--- config.mk ---
export PLATFORM = sky130hd
export DESIGN_NAME = pci_parity_unit
export DESIGN_NICKNAME = d
export VERILOG_FILES = /design/src/rtl/pci_par_pkg.sv /design/src/rtl/pci_par_tree.sv /design/src/rtl/pci_par_tx.sv /design/src/rtl/pci_par_rx.sv /design/src/rtl/pci_par_report.sv /design/src/rtl/pci_parity_unit.sv
export SDC_FILE = /design/constraint.sdc
export NUM_CORES = 1
export LEC_CHECK = 0
export CAP_MARGIN = 40
export CORE_MARGIN = 2
export CORE_UTILIZATION = 45
export CTS_BUF_LIST = sky130_fd_sc_hd__clkbuf_4 sky130_fd_sc_hd__clkbuf_8
export DETAILED_ROUTE_END_ITERATION = 8
export DONT_BUFFER_PORTS = 1
export GPL_TIMING_DRIVEN = 1
export HOLD_SLACK_MARGIN = 0.08
export PLACE_DENSITY_LB_ADDON = 0.05
export SYNTH_ARGS = -nofsm -noshare
export SYNTH_HDL_FRONTEND = slang
export SYNTH_SLANG_ARGS = --single-unit
--- constraint.sdc ---
create_clock -name clk_i -period 0.9 [get_ports clk_i]
set_input_delay 0.045 -clock clk_i [delete_from_list [all_inputs] [get_ports clk_i]]
set_output_delay 0.045 -clock clk_i [all_outputs]
set_load 0.05 [all_outputs]
--- src/rtl/pci_par_pkg.sv ---
package pci_par_pkg;
  localparam int unsigned AD_W   = 32;
  localparam int unsigned CBE_W  = 4;
  localparam int unsigned LANE_W = 8;

  typedef struct packed {
    logic vld;
    logic is_addr;
  } ph_tag_t;
endpackage

--- src/rtl/pci_par_tree.sv ---
module pci_par_tree #(
  parameter int unsigned W      = 36,
  parameter int unsigned LANE_W = 8
) (
  input  logic [W-1:0] data_i,
  output logic         par_o
);
  localparam int unsigned NL = (W + LANE_W - 1) / LANE_W;
  localparam int unsigned PW = NL * LANE_W;

  logic [PW-1:0] pad;
  logic [NL-1:0] lane;

  assign pad = PW'(data_i);

  for (genvar g = 0; g < NL; g++) begin : g_lane
    assign lane[g] = ^pad[g*LANE_W +: LANE_W];
  end

  assign par_o = ^lane;
endmodule

--- src/rtl/pci_par_tx.sv ---
module pci_par_tx (
  input  logic clk_i,
  input  logic rst_ni,
  input  logic send_i,
  input  logic calc_i,
  output logic par_o,
  output logic par_oe_o
);
  always_ff @(posedge clk_i or negedge rst_ni) begin
    if (!rst_ni) begin
      par_o    <= 1'b0;
      par_oe_o <= 1'b0;
    end else begin
      par_o    <= send_i & calc_i;
      par_oe_o <= send_i;
    end
  end
endmodule

--- src/rtl/pci_par_rx.sv ---
module pci_par_rx
  import pci_par_pkg::*;
(
  input  logic    clk_i,
  input  logic    rst_ni,
  input  ph_tag_t tag_i,
  input  logic    calc_i,
  input  logic    par_i,
  output ph_tag_t miss_o
);
  ph_tag_t lat_q;
  logic    calc_q;

  // stage A: latch local parity of the received phase
  always_ff @(posedge clk_i or negedge rst_ni) begin
    if (!rst_ni) begin
      lat_q  <= '0;
      calc_q <= 1'b0;
    end else begin
      lat_q  <= tag_i;
      calc_q <= tag_i.vld & calc_i;
    end
  end

  // stage B: compare against sender parity
  always_ff @(posedge clk_i or negedge rst_ni) begin
    if (!rst_ni) begin
      miss_o <= '0;
    end else begin
      miss_o.vld     <= lat_q.vld & (calc_q ^ par_i);
      miss_o.is_addr <= lat_q.is_addr;
    end
  end
endmodule

--- src/rtl/pci_par_report.sv ---
module pci_par_report
  import pci_par_pkg::*;
(
  input  logic    clk_i,
  input  logic    rst_ni,
  input  ph_tag_t miss_i,
  input  logic    perr_en_i,
  input  logic    serr_en_i,
  input  logic    sticky_clr_i,
  output logic    perr_o,
  output logic    serr_pull_o,
  output logic    par_err_o
);
  always_ff @(posedge clk_i or negedge rst_ni) begin
    if (!rst_ni) begin
      perr_o      <= 1'b0;
      serr_pull_o <= 1'b0;
      par_err_o   <= 1'b0;
    end else begin
      perr_o      <= miss_i.vld & ~miss_i.is_addr & perr_en_i;
      serr_pull_o <= miss_i.vld &  miss_i.is_addr & serr_en_i;
      // new error wins over a same-cycle clear
      par_err_o   <= (par_err_o & ~sticky_clr_i) | miss_i.vld;
    end
  end
endmodule

--- src/rtl/pci_parity_unit.sv ---
module pci_parity_unit
  import pci_par_pkg::*;
(
  input  logic             clk_i,
  input  logic             rst_ni,
  input  logic             phase_vld_i,
  input  logic             phase_is_addr_i,
  input  logic             drive_i,
  input  logic [AD_W-1:0]  ad_i,
  input  logic [CBE_W-1:0] cbe_i,
  input  logic             par_i,
  input  logic             perr_en_i,
  input  logic             serr_en_i,
  input  logic             sticky_clr_i,
  output logic             par_o,
  output logic             par_oe_o,
  output logic             perr_o,
  output logic             serr_pull_o,
  output logic             par_err_o
);
  localparam int unsigned COV_W = AD_W + CBE_W;

  logic    calc;
  logic    send;
  ph_tag_t rx_tag;
  ph_tag_t miss;

  assign send           = phase_vld_i & drive_i;
  assign rx_tag.vld     = phase_vld_i & ~drive_i;
  assign rx_tag.is_addr = phase_is_addr_i;

  pci_par_tree #(.W(COV_W), .LANE_W(LANE_W)) u_tree (
    .data_i ({cbe_i, ad_i}),
    .par_o  (calc)
  );

  pci_par_tx u_tx (
    .clk_i    (clk_i),
    .rst_ni   (rst_ni),
    .send_i   (send),
    .calc_i   (calc),
    .par_o    (par_o),
    .par_oe_o (par_oe_o)
  );

  pci_par_rx u_rx (
    .clk_i  (clk_i),
    .rst_ni (rst_ni),
    .tag_i  (rx_tag),
    .calc_i (calc),
    .par_i  (par_i),
    .miss_o (miss)
  );

  pci_par_report u_rep (
    .clk_i        (clk_i),
    .rst_ni       (rst_ni),
    .miss_i       (miss),
    .perr_en_i    (perr_en_i),
    .serr_en_i    (serr_en_i),
    .sticky_clr_i (sticky_clr_i),
    .perr_o       (perr_o),
    .serr_pull_o  (serr_pull_o),
    .par_err_o    (par_err_o)
  );
endmodule

# == Word-level counts from Yosys, hierarchy flattened ==
# Index checks and enable logic that the tools add are counted.
# totals
reg_bits,10
inputBits,45
elab_cells,31
# op_classes
n_bitwise,15
reduce_logical,6
# op_table
op,n
parity 8 bit,5
AND 1 bit,10
parity 5 bit,1
NOT 1 bit,3
OR 1 bit,1
XOR 1 bit,1

# == Longest topological paths before layout ==
# Gate-level depths: netlist of the first run.
# depth
ltp_word,3
depth_mapped,5
ltp_nobuf,5

# == By module ==
# A second synthesis of the first run with hierarchy kept.
# hier_totals
hier_cells,55
area_unflattened_um2,630.6
# by_module_without_submodules
mod,instances,cells_per_inst,area_per_inst_um2
pci_par_tree,1,34,311.5
pci_par_rx,1,8,146.4
pci_par_report,1,8,100.1
pci_par_tx,1,3,56.3
pci_parity_unit,1,2,16.3

# == Worst setup path before layout of the first run ==
# No wires, ideal clock.
# synth_timing
kind,in2reg
from,input port ad_i[8]
to,register u_rx.calc_q
setup_ps,125
t_arrival_ps,1069
slack_ps,-293
cell_stages,5
n_path_buf,0
path_cell_list,xor2_1 > xnor2_1 > xnor2_2 > xnor3_1 > mux2i_1
# synth_between
elab_chain_len,3
# synth_rtl
element,line,text
"start, declared",pci_parity_unit.sv:9,"input logic [AD_W-1:0] ad_i,"
parity 8 bit,pci_par_tree.sv:17,assign lane[g] = ^pad[g*LANE_W +: LANE_W];
parity 5 bit,pci_par_tree.sv:20,assign par_o = ^lane;
AND 1 bit,pci_par_rx.sv:21,calc_q <= tag_i.vld & calc_i;
"end signal, assigned",pci_par_rx.sv:21,
"end, declared",pci_par_rx.sv:12,logic calc_q;
# No other way between the ends.

# == Final worst setup path of the first run ==
# layout_timing
from,input port ad_i[14]
to,register u_rx.calc_q
# The elaborated chain is that of the path after synthesis.

==> results.toml, run 1 <==
[outcome]
run_status = "finished with violations"
violations = "negative setup slack"

[placed_design]
gp_routability_congestion = 0.697
place_area_um2 = 741
place_ws_ns = -0.354
dp_hpwl_um = 903
portBuffers = 0

[global_routing]
antenna_found_initial = 0
gr-total-overflow = 0
grtUsageMet3_pct = 5.53
grt_usage_pct = 14.0
grt_pass1_vias = 464
use_met2_pct = 26.4
grt.busiest_layer = "met2"
grt_start_max_net_pins = 11
gr-usage-met1_pct = 12.3
grt_pass1_wl_um = 1820

[setup_path]
critical_path_depth = 5
reg2reg_depth = 2
worstSetupStartpointType = "input port"
critical_path_class = "input port to register"
crit_arrival_ns = 1.12
rr_startpoint = "u_rx.calc_q"
path_delay_family = "XOR/XNOR gates"
cpMaxStageDelayCell = "xnor3_1"
r2r_slack_ns = 0.15
cp-end-kind = "register"
cpPeakStageDelay_ns = 0.46
critPathLaunch = "ad_i[14]"
crit_chain = "xor2_4, xnor2_2, xnor2_1, xnor3_1, mux2i_1"
r2r_end = "u_rx.miss_o[1]"
cp_max_fo = 2
required_ns = 1.05
crit_end = "u_rx.calc_q"
crit_buf_inv = 0

[floorplanning]
dieArea_mm2 = 0.00183
std_cell_rows = 13
dieHeight_um = 42.8
ios = 50
die_x_um = 42.8
initial_utilization_pct = 50.1
core-area_mm2 = 0.00135

[detailed_routing]
avgRoutedWirePerCell_um = 12.6
ant_nets = 0
vias_per_cell = 5.07
drc = 0
drt_iter0_markers = 0
routed_wirelength_um = 1130
firstDrtPassIters = 1
vias = 456

[yosys]
synth_ff_type = "dfrtp_1"
synth_nets = 103
synth-seq-cells = 10
synth_cells = 58
synth_seq_area_share_pct = 37.0
synth_top_area_cell = "dfrtp_1"
synth-edff-count = 0
netlist_top_cells_area = "dfrtp_1 (37%), xnor2_1 (32%), xnor3_1 (6.7%), xor2_1 (6.5%), xor3_1 (3.5%)"
yosysMostFrequentCell = "xnor2_1"
synthArstFlopShare_pct = 100
ys.warnings.count = 0
synthTopCellsByCount = "xnor2_1 (25), dfrtp_1 (10), nand2_1 (5), xor2_1 (5)"
synth_top_area_share_pct = 37.0
synth_area_per_cell_um2 = 11.7
syn_area_um2 = 677
yosysUniqueCellTypes = 14

[cts]
cts_tree = "yes"
cts_buffer_depth = 2
cts_sinks = 10
insertion_delay_ns = 0.27
clkTransAtPathRegs_ns = 0.06
numCtsBuffers = 3
root_buffer = "clkbuf_4"
h-tree-depth = 1

[timing]
clock_skew_ns = 0.000391
timing_hold_violations_final = 0
rsz0062_at_grt = "yes"
worst_slack_ns = -0.0643
whs_ns = 0.149
drv_slew = 0
max_slew_margin_pct = 71.4
max_freq_mhz = 1040
setup_violations = 2
period_minus_slack_ns = 0.964
tightest_slew_ns = 0.427
period_share_pct = 107

[layout]
fin_nets = 121
syn_to_final_growth_pct = 34.4
nFillCells = 113
finalInstanceArea_um2 = 910
insertedDiodeCount = 0
drive_gt1_share_pct = 21.3

[power_and_ir_drop]
vdd_drop_max_v = 0.00121
p_per_area_mw_per_mm2 = 2020
power_frac_clock_pct = 21.8
p_switching_w = 0.000570
p_sw_share_pct = 31.1
comb_power_share_pct = 48.3
p_int_w = 0.00127
p_leak_nw = 0.420
seqPwrFrac_pct = 29.9

[flow_run]
cap_violations = 0

[hold_path]
hold_path_class = "input port to asynchronous set/reset pin"
-- layout make-up --
type / instances / area (um2) / area share [%]
Clock buffer: 4 / 36.3 / 3.99
Tap cell: 15 / 18.8 / 2.06
Inverter: 1 / 3.75 / 0.413
Timing Repair Buffer: 13 / 121 / 13.3
Multi-Input combinational cell: 47 / 479 / 52.7
Sequential cell: 10 / 250 / 27.5
-- sequential cells by signal, summed over array words and instances (netlist names) --
name / cells
u_rep.par_err_o: 1
u_rep.perr_o: 1
u_rx.lat_q: 2
u_tx.par_oe_o: 1
u_tx.par_o: 1
u_rx.calc_q: 1
u_rep.serr_pull_o: 1
u_rx.miss_o: 2
-- cell usage in the layout (no fill, tap or decap) --
cell type       n
and3_1          1
a21o_1          1
nand2_1         5
xor2_4          1
xor3_1          1
nor2b_1         1
and2_1          2
xnor2_1        20
buf_4           4
inv_1           1
dlygate4sd3_1   8
xor2_1          4
clkbuf_8        1
buf_6           1
mux2i_1         2
xnor2_2         6
nor2_1          1
clkbuf_4        3
dfrtp_1        10
xnor3_1         2
-- power by group through the flow --
| stage | clock [W] | combinational (W) | sequential [W] |
|---|---|---|---|
| 2_1_floorplan | 0 | 0.000574 | 0.000689 |
| 3_3_place_gp | 0 | 0.000809 | 0.000556 |
| 3_5_place_dp | 0 | 0.000831 | 0.000556 |
| 4_1_cts | 0.000418 | 0.000877 | 0.000547 |
| 5_1_grt | 0.000443 | 0.000952 | 0.000557 |
| 6_report | 0.000400 | 0.000887 | 0.000548 |
-- worst min-delay path by stage --
stage | slack, ns | cells after the start | to | startpoint
global placement | -0.25 | 0 | u_rep.serr_pull_o | rst_ni
CTS | 0.15 | 1 | u_rep.perr_o | rst_ni
finish | 0.15 | 1 | u_rep.perr_o | rst_ni
floorplan | -0.25 | 0 | u_rep.par_err_o | rst_ni
detailed placement | -0.25 | 0 | u_rep.perr_o | rst_ni
global route | 0.19 | 1 | u_rep.perr_o | rst_ni
-- through the flow --
| step | setup TNS, ns | cells | power (W) | util, % |
|---|---|---|---|---|
| floorplan | -0.551 | 58 | 0.00126 | - |
| global route | -0.255 | 90 | 0.00195 | 67.4 |
| global placement | -0.619 | 78 | 0.00137 | 54.9 |
| detailed placement | -0.706 | 78 | 0.00139 | 54.9 |
| CTS | -0.137 | 90 | 0.00184 | 64.0 |
| finish | -0.129 | 90 | 0.00184 | 67.4 |
-- worst register-to-register path, stage by stage (launching register included) --
cell and delay (ns):
dfrtp_1 0.37, xor2_1 0.13, and2_1 0.15
-- per-layer routing --
metal	routed length, um	vias to the layer above
met5	0	-
met4	24	0
met3	139	3
met2	627	29
met1	340	210
li1	-	214
-- kinds of logic (layout without fill, tap and decap cells) --
logic type,after synthesis,in the layout,synth area share (%)
AO/OA/AOI/OAI,1,1,1.11
flip-flops,10,10,37.0
XOR/XNOR,34,34,51.4
AND/OR/NAND/NOR,10,10,7.02
buffers and inverters,1,18,0.554
multiplexers,2,2,2.96
-- repair_timing --
| action | 4_1_cts | 5_1_grt |
|---|---|---|
| gates resized for setup | 1 | 6 |
| setup endpoints to repair | 2 | 3 |
| gates cloned | 0 | 0 |
| buffers inserted | 0 | 0 |
| hold buffers | 8 | 0 |
| hold endpoints to repair | 19 | 0 |
| pin swaps | 2 | 5 |
(Power assumes the default switching activity.)
==> inputs of run 2 (changes only) <==
--- a/config.mk
+++ b/config.mk
@@ -13,7 +13,7 @@
 export DONT_BUFFER_PORTS = 1
 export GPL_TIMING_DRIVEN = 1
 export HOLD_SLACK_MARGIN = 0.08
-export PLACE_DENSITY_LB_ADDON = 0.05
+export PLACE_DENSITY_LB_ADDON = 0.12
 export SYNTH_ARGS = -nofsm -noshare
 export SYNTH_HDL_FRONTEND = slang
 export SYNTH_SLANG_ARGS = --single-unit
==> run 2 against run 1 <==
  * The run still ends with negative setup slack left
  * Critical path depth is the same
  * Total power shrank 0.33%
  * Utilization grew 0.93 points
  * Maximum frequency shrank 0.66%
  * Cell count shrank 1.1%
  * Final area grew 1.4%
  * Flip-flop and latch count is the same
  * Sequential share of layout area shrank 0.24 points
  * Register-to-register slack is essentially flat
  * Largest cell class unchanged
==> results.toml, run 2 (synthesis gave the netlist of run 1 again) <==
[setup_path]
crit_arrival_ns = 1.11
cpPeakStageDelay_ns = 0.46
r2r_end = "u_rx.miss_o[1]"
cp-end-kind = "register"
r2r_slack_ns = 0.15
critical_path_class = "input port to register"
cpMaxStageDelayCell = "xnor3_1"
crit_buf_inv = 0
required_ns = 1.04
reg2reg_depth = 2
path_delay_family = "XOR/XNOR gates"
cp_max_fo = 2
rr_startpoint = "u_rx.calc_q"
worstSetupStartpointType = "input port"
crit_chain = "xor2_4, xnor2_2, xnor2_1, xnor3_1, mux2i_1"

[layout]
syn_to_final_growth_pct = 36.2
drive_gt1_share_pct = 23.0
layout_commonest_cell = "xnor2_1"
finalInstanceArea_um2 = 922
layoutNonFillerInstCount = 89
final_cell_mix = "xnor2_1 (19), dfrtp_1 (9), dlygate4sd3_1 (8)"
fin_nets = 120
top_regs = "u_rx.lat_q x2, u_rx.miss_o x2"
insertedDiodeCount = 0

[cts]
cts_sinks = 10
h-tree-depth = 1
cts_buffer_depth = 2
clkTransAtPathRegs_ns = 0.06
numCtsBuffers = 3
root_buffer = "clkbuf_4"
insertion_delay_ns = 0.26
cts_tree = "yes"

[power_and_ir_drop]
p_per_area_mw_per_mm2 = 1980
vdd_drop_max_v = 0.00127
p_leak_nw = 0.420

[timing]
rsz0062_at_grt = "yes"
max_freq_mhz = 1030
worst_slack_ns = -0.0707
clock_skew_ns = 0.00230
drv_slew = 0
max_slew_margin_pct = 71.0
period_minus_slack_ns = 0.971
setup_violations = 2
tightest_slew_ns = 0.434
period_share_pct = 108
timing_hold_violations_final = 0

[global_routing]
grt_usage_pct = 13.3
antenna_found_initial = 0
grt_start_max_net_pins = 11
grt_pass1_vias = 456
grt_pass1_wl_um = 1820
gr-total-overflow = 0

[placed_design]
dp.cells = 77
place_ws_ns = -0.345
place_area_um2 = 733
gp_routability_congestion = 0.682
dp_hpwl_um = 822
portBuffers = 0

[floorplanning]
std_cell_rows = 13
core-area_mm2 = 0.00135
dieArea_mm2 = 0.00183
ios = 50
die_x_um = 42.8
initial_utilization_pct = 50.1
dieHeight_um = 42.8

[detailed_routing]
drc = 0
ant_nets = 0
avgRoutedWirePerCell_um = 11.9
drt_iter0_markers = 5
routed_wirelength_um = 1060
firstDrtPassIters = 3
vias_per_cell = 4.85
vias = 432

[outcome]
violations = "negative setup slack"
run_status = "finished with violations"

[flow_run]
cap_violations = 0

[hold_path]
hold_path_class = "input port to asynchronous set/reset pin"
==> run 2: changes by cell type in the layout (fill, tap and decap cells not counted), sizes merged <==
cell / delta
buf: -1
==> run 2: layout make-up <==
cell class	instances	area, um2
clock buffers	4	36.3
fillers	117	428
inverters	1	3.75
multi-input cells	47	498
flip-flops and latches	10	251
well taps	15	18.8
repair buffers	12	114
==> run 2: worst max-delay path by stage <==
stage,startpoint,end,slack (ns),cells after the start
2_1_floorplan,ad_i[14],u_rx.calc_q,-0.28,5
3_3_place_gp,ad_i[11],u_tx.par_o,-0.32,5
3_5_place_dp,ad_i[9],u_tx.par_o,-0.35,5
4_1_cts,cbe_i[2],u_tx.par_o,-0.07,5
5_1_grt,ad_i[11],u_rx.calc_q,-0.14,5
6_report,cbe_i[2],u_tx.par_o,-0.07,5
==> run 2: through the flow <==
| stage | power [W] | utilization, % | TNS, ns | hold WS, ns |
|---|---|---|---|---|
| after CTS | 0.00185 | 67.5 | -0.134 | 0.161 |
| after global placement | 0.00136 | 54.3 | -0.633 | -0.250 |
| after global routing | 0.00194 | 68.3 | -0.270 | 0.195 |
| final | 0.00183 | 68.3 | -0.136 | 0.162 |
| after detailed placement | 0.00138 | 54.3 | -0.679 | -0.250 |
| after floorplan | 0.00126 | - | -0.551 | -0.251 |
==> run 2: layer usage <==
metal / global-route usage [%] / wire length [um] / up-vias
met4: 3.75 / 0 / 0
met3: 5.53 / 126 / 0
met1: 13.8 / 356 / 191
met5: 0 / 0 / -
li1: - / - / 214
met2: 23.9 / 580 / 27
==> run 2: report_power, final <==
group          internal, W  switching [W]
Combinational     0.000504       0.000380
Sequential        0.000521      0.0000390
Clock             0.000245       0.000140
==> run 2: repair_timing <==
item | 4_1_cts | 5_1_grt
endpoints found under the setup margin | 3 | 3
hold buffers | 8 | 0
hold endpoints to repair | 18 | 0
resized for setup | 8 | 2
buffers inserted | 0 | 0
pin swaps | 5 | 2
==> run 2: worst reg2reg max path: cells and delay by family (launching register included) <==
| family | cells | cell delay (ns) |
|---|---|---|
| xor gates and xnor gates | 1 | 0.13 |
| and+or+nand+nor | 1 | 0.14 |
| DFF | 1 | 0.37 |
==> inputs of run 3 (changes only) <==
==> constraint.sdc (replaced) <==
create_clock -name clk_i -period 0.9 [get_ports clk_i]
set_input_delay 0.045 -clock clk_i [delete_from_list [all_inputs] [get_ports clk_i]]
set_output_delay 0.045 -clock clk_i [all_outputs]
set_load 0.02 [all_outputs]
==> run 3 against run 2 <==
  * The flow still finishes with violations (negative setup slack)
  * Flip-flop and latch count did not move
  * Clock power shrank 22%
  * Register-to-register slack about the same
  * Critical endpoint unchanged
==> results.toml, run 3 (synthesis gave the netlist of run 1 again) <==
[timing]
max_slew_margin_pct = 71.3
whs_ns = 0.151
tightest_slew_ns = 0.428
max_freq_mhz = 1020
worst_slack_ns = -0.0814
period_share_pct = 109
drv_slew = 0
setup_violations = 2
timing_hold_violations_final = 0
clock_skew_ns = 0.00258
rsz0062_at_grt = "yes"
period_minus_slack_ns = 0.981

[detailed_routing]
vias_per_cell = 5.02
avgRoutedWirePerCell_um = 12.4
drc = 0
ant_nets = 0
vias = 427
routed_wirelength_um = 1050
firstDrtPassIters = 2
drt_iter0_markers = 1

[layout]
final_cell_mix = "xnor2_1 (20), dfrtp_1 (10), dlygate4sd3_1 (8)"
nFillCells = 118
top_regs = "u_rx.lat_q x2, u_rx.miss_o x2"
syn_to_final_growth_pct = 25.7
fin_nets = 117
drive_gt1_share_pct = 15.7
insertedDiodeCount = 0
final_util_pct = 63.0
layout_commonest_cell = "xnor2_1"

[outcome]
run_status = "finished with violations"
violations = "negative setup slack"

[setup_path]
required_ns = 1.05
crit_chain = "xor2_1, xnor2_1, xnor2_1, xnor3_1, mux2i_1"
rr_startpoint = "u_rx.calc_q"
crit_arrival_ns = 1.13
cp_max_fo = 2
cpMaxStageDelayCell = "xnor3_1"
critPathLaunch = "ad_i[14]"
cp_common_cell = "xnor2_1"
cpPeakStageDelay_ns = 0.46
cp-end-kind = "register"
crit_buf_inv = 0
critical_path_class = "input port to register"
path_delay_family = "XOR/XNOR gates"
worstSetupStartpointType = "input port"

[floorplanning]
std_cell_rows = 13
dieArea_mm2 = 0.00183
dieHeight_um = 42.8
initial_utilization_pct = 50.1
die_x_um = 42.8
core-area_mm2 = 0.00135
ios = 50

[cts]
insertion_delay_ns = 0.26
clkTransAtPathRegs_ns = 0.06
numCtsBuffers = 3
h-tree-depth = 1
cts_tree = "yes"
cts_buffer_depth = 2
cts_setup_buffers = 0
root_buffer = "clkbuf_4"
cts_sinks = 10

[hold_path]
hold_path_class = "input port to asynchronous set/reset pin"

[global_routing]
grt_pass1_wl_um = 1640
grt_start_max_net_pins = 11
grt_pass1_vias = 422
gr-total-overflow = 0
grt_usage_pct = 12.8
antenna_found_initial = 0

[placed_design]
dp_hpwl_um = 761
gp_routability_congestion = 0.666
portBuffers = 0

[power_and_ir_drop]
p_leak_nw = 0.388
finalPower_w = 0.00159
p_per_area_mw_per_mm2 = 1870
vdd_drop_max_v = 0.000819

[flow_run]
cap_violations = 0
[run 3: changes by cell type in the layout (fill, tap and decap cells not counted)]
| cell | before | now |
|---|---|---|
| xor2_2 | 0 | 1 |
| dfrtp_1 | 9 | 10 |
| xnor2_4 | 1 | 0 |
| xor2_4 | 1 | 0 |
| clkbuf_8 | 1 | 0 |
| xnor2_1 | 19 | 20 |
| buf_4 | 3 | 1 |
| dfrtp_2 | 1 | 0 |
| buf_6 | 1 | 0 |
[run 3: layout make-up]
type | instances | area [um2] | area share (%)
timing repair buffer | 9 | 87.6 | 10.3
clock buffer | 3 | 22.5 | 2.65
tap | 15 | 18.8 | 2.21
inverter | 1 | 3.75 | 0.441
sequential | 10 | 250 | 29.4
multi-input combinational | 47 | 468 | 55.0
[run 3: path summary, 6_finish.rpt]
path                       cells after the start         endpoint  slack, ns
max in group asynchronous                      1      u_rx.calc_q       0.45
min in group clk_i                             5      u_rx.calc_q       0.34
setup / recovery                               5       u_tx.par_o      -0.08
setup reg to reg                               2   u_rx.miss_o[1]       0.15
hold / removal                                 1  u_rep.par_err_o       0.15
hold reg to reg                                0   u_rx.miss_o[0]       0.37
[run 3: repair_timing]
item                                    CTS  global route
pin swaps                                 4             3
endpoints found under the hold margin    18             0
endpoints found under the setup margin    2             2
hold buffers                              8             0
gates resized for setup                   2             3
[run 3: worst reg2reg max path, delay by kind of cell, from the launching register on]
kind | cells | cell delay (ns)
simple gates | 1 | 0.14
flops | 1 | 0.37
xor+xnor | 1 | 0.13
[run 3: stage by stage]
| stage | setup TNS (ns) | instance area, um2 | instances | worst slack (ns) |
|---|---|---|---|---|
| after floorplan | -0.551 | 684 | 58 | -0.276 |
| after global placement | -0.639 | 711 | 74 | -0.320 |
| after detailed placement | -0.684 | 711 | 74 | -0.346 |
| after CTS | -0.119 | 828 | 85 | -0.0626 |
| after global routing | -0.277 | 851 | 85 | -0.153 |
| final | -0.160 | 851 | 85 | -0.0814 |
[run 3: metal layers]
layer	track usage (%)	vias up	wire length [um]
li1	-	203	-
met1	10.5	191	310
met2	23.6	30	584
met3	5.11	3	131
met4	9.38	0	25
met5	0	-	0
[run 3: report_power, final]
group	switching, W	leakage (nW)	total, W	internal [W]
combinational	0.000251	0.244	0.000705	0.000454
clock	0.000145	0.0138	0.000299	0.000154
sequential	0.0000642	0.130	0.000585	0.000521
total	0.000460	0.388	0.00159	0.00113
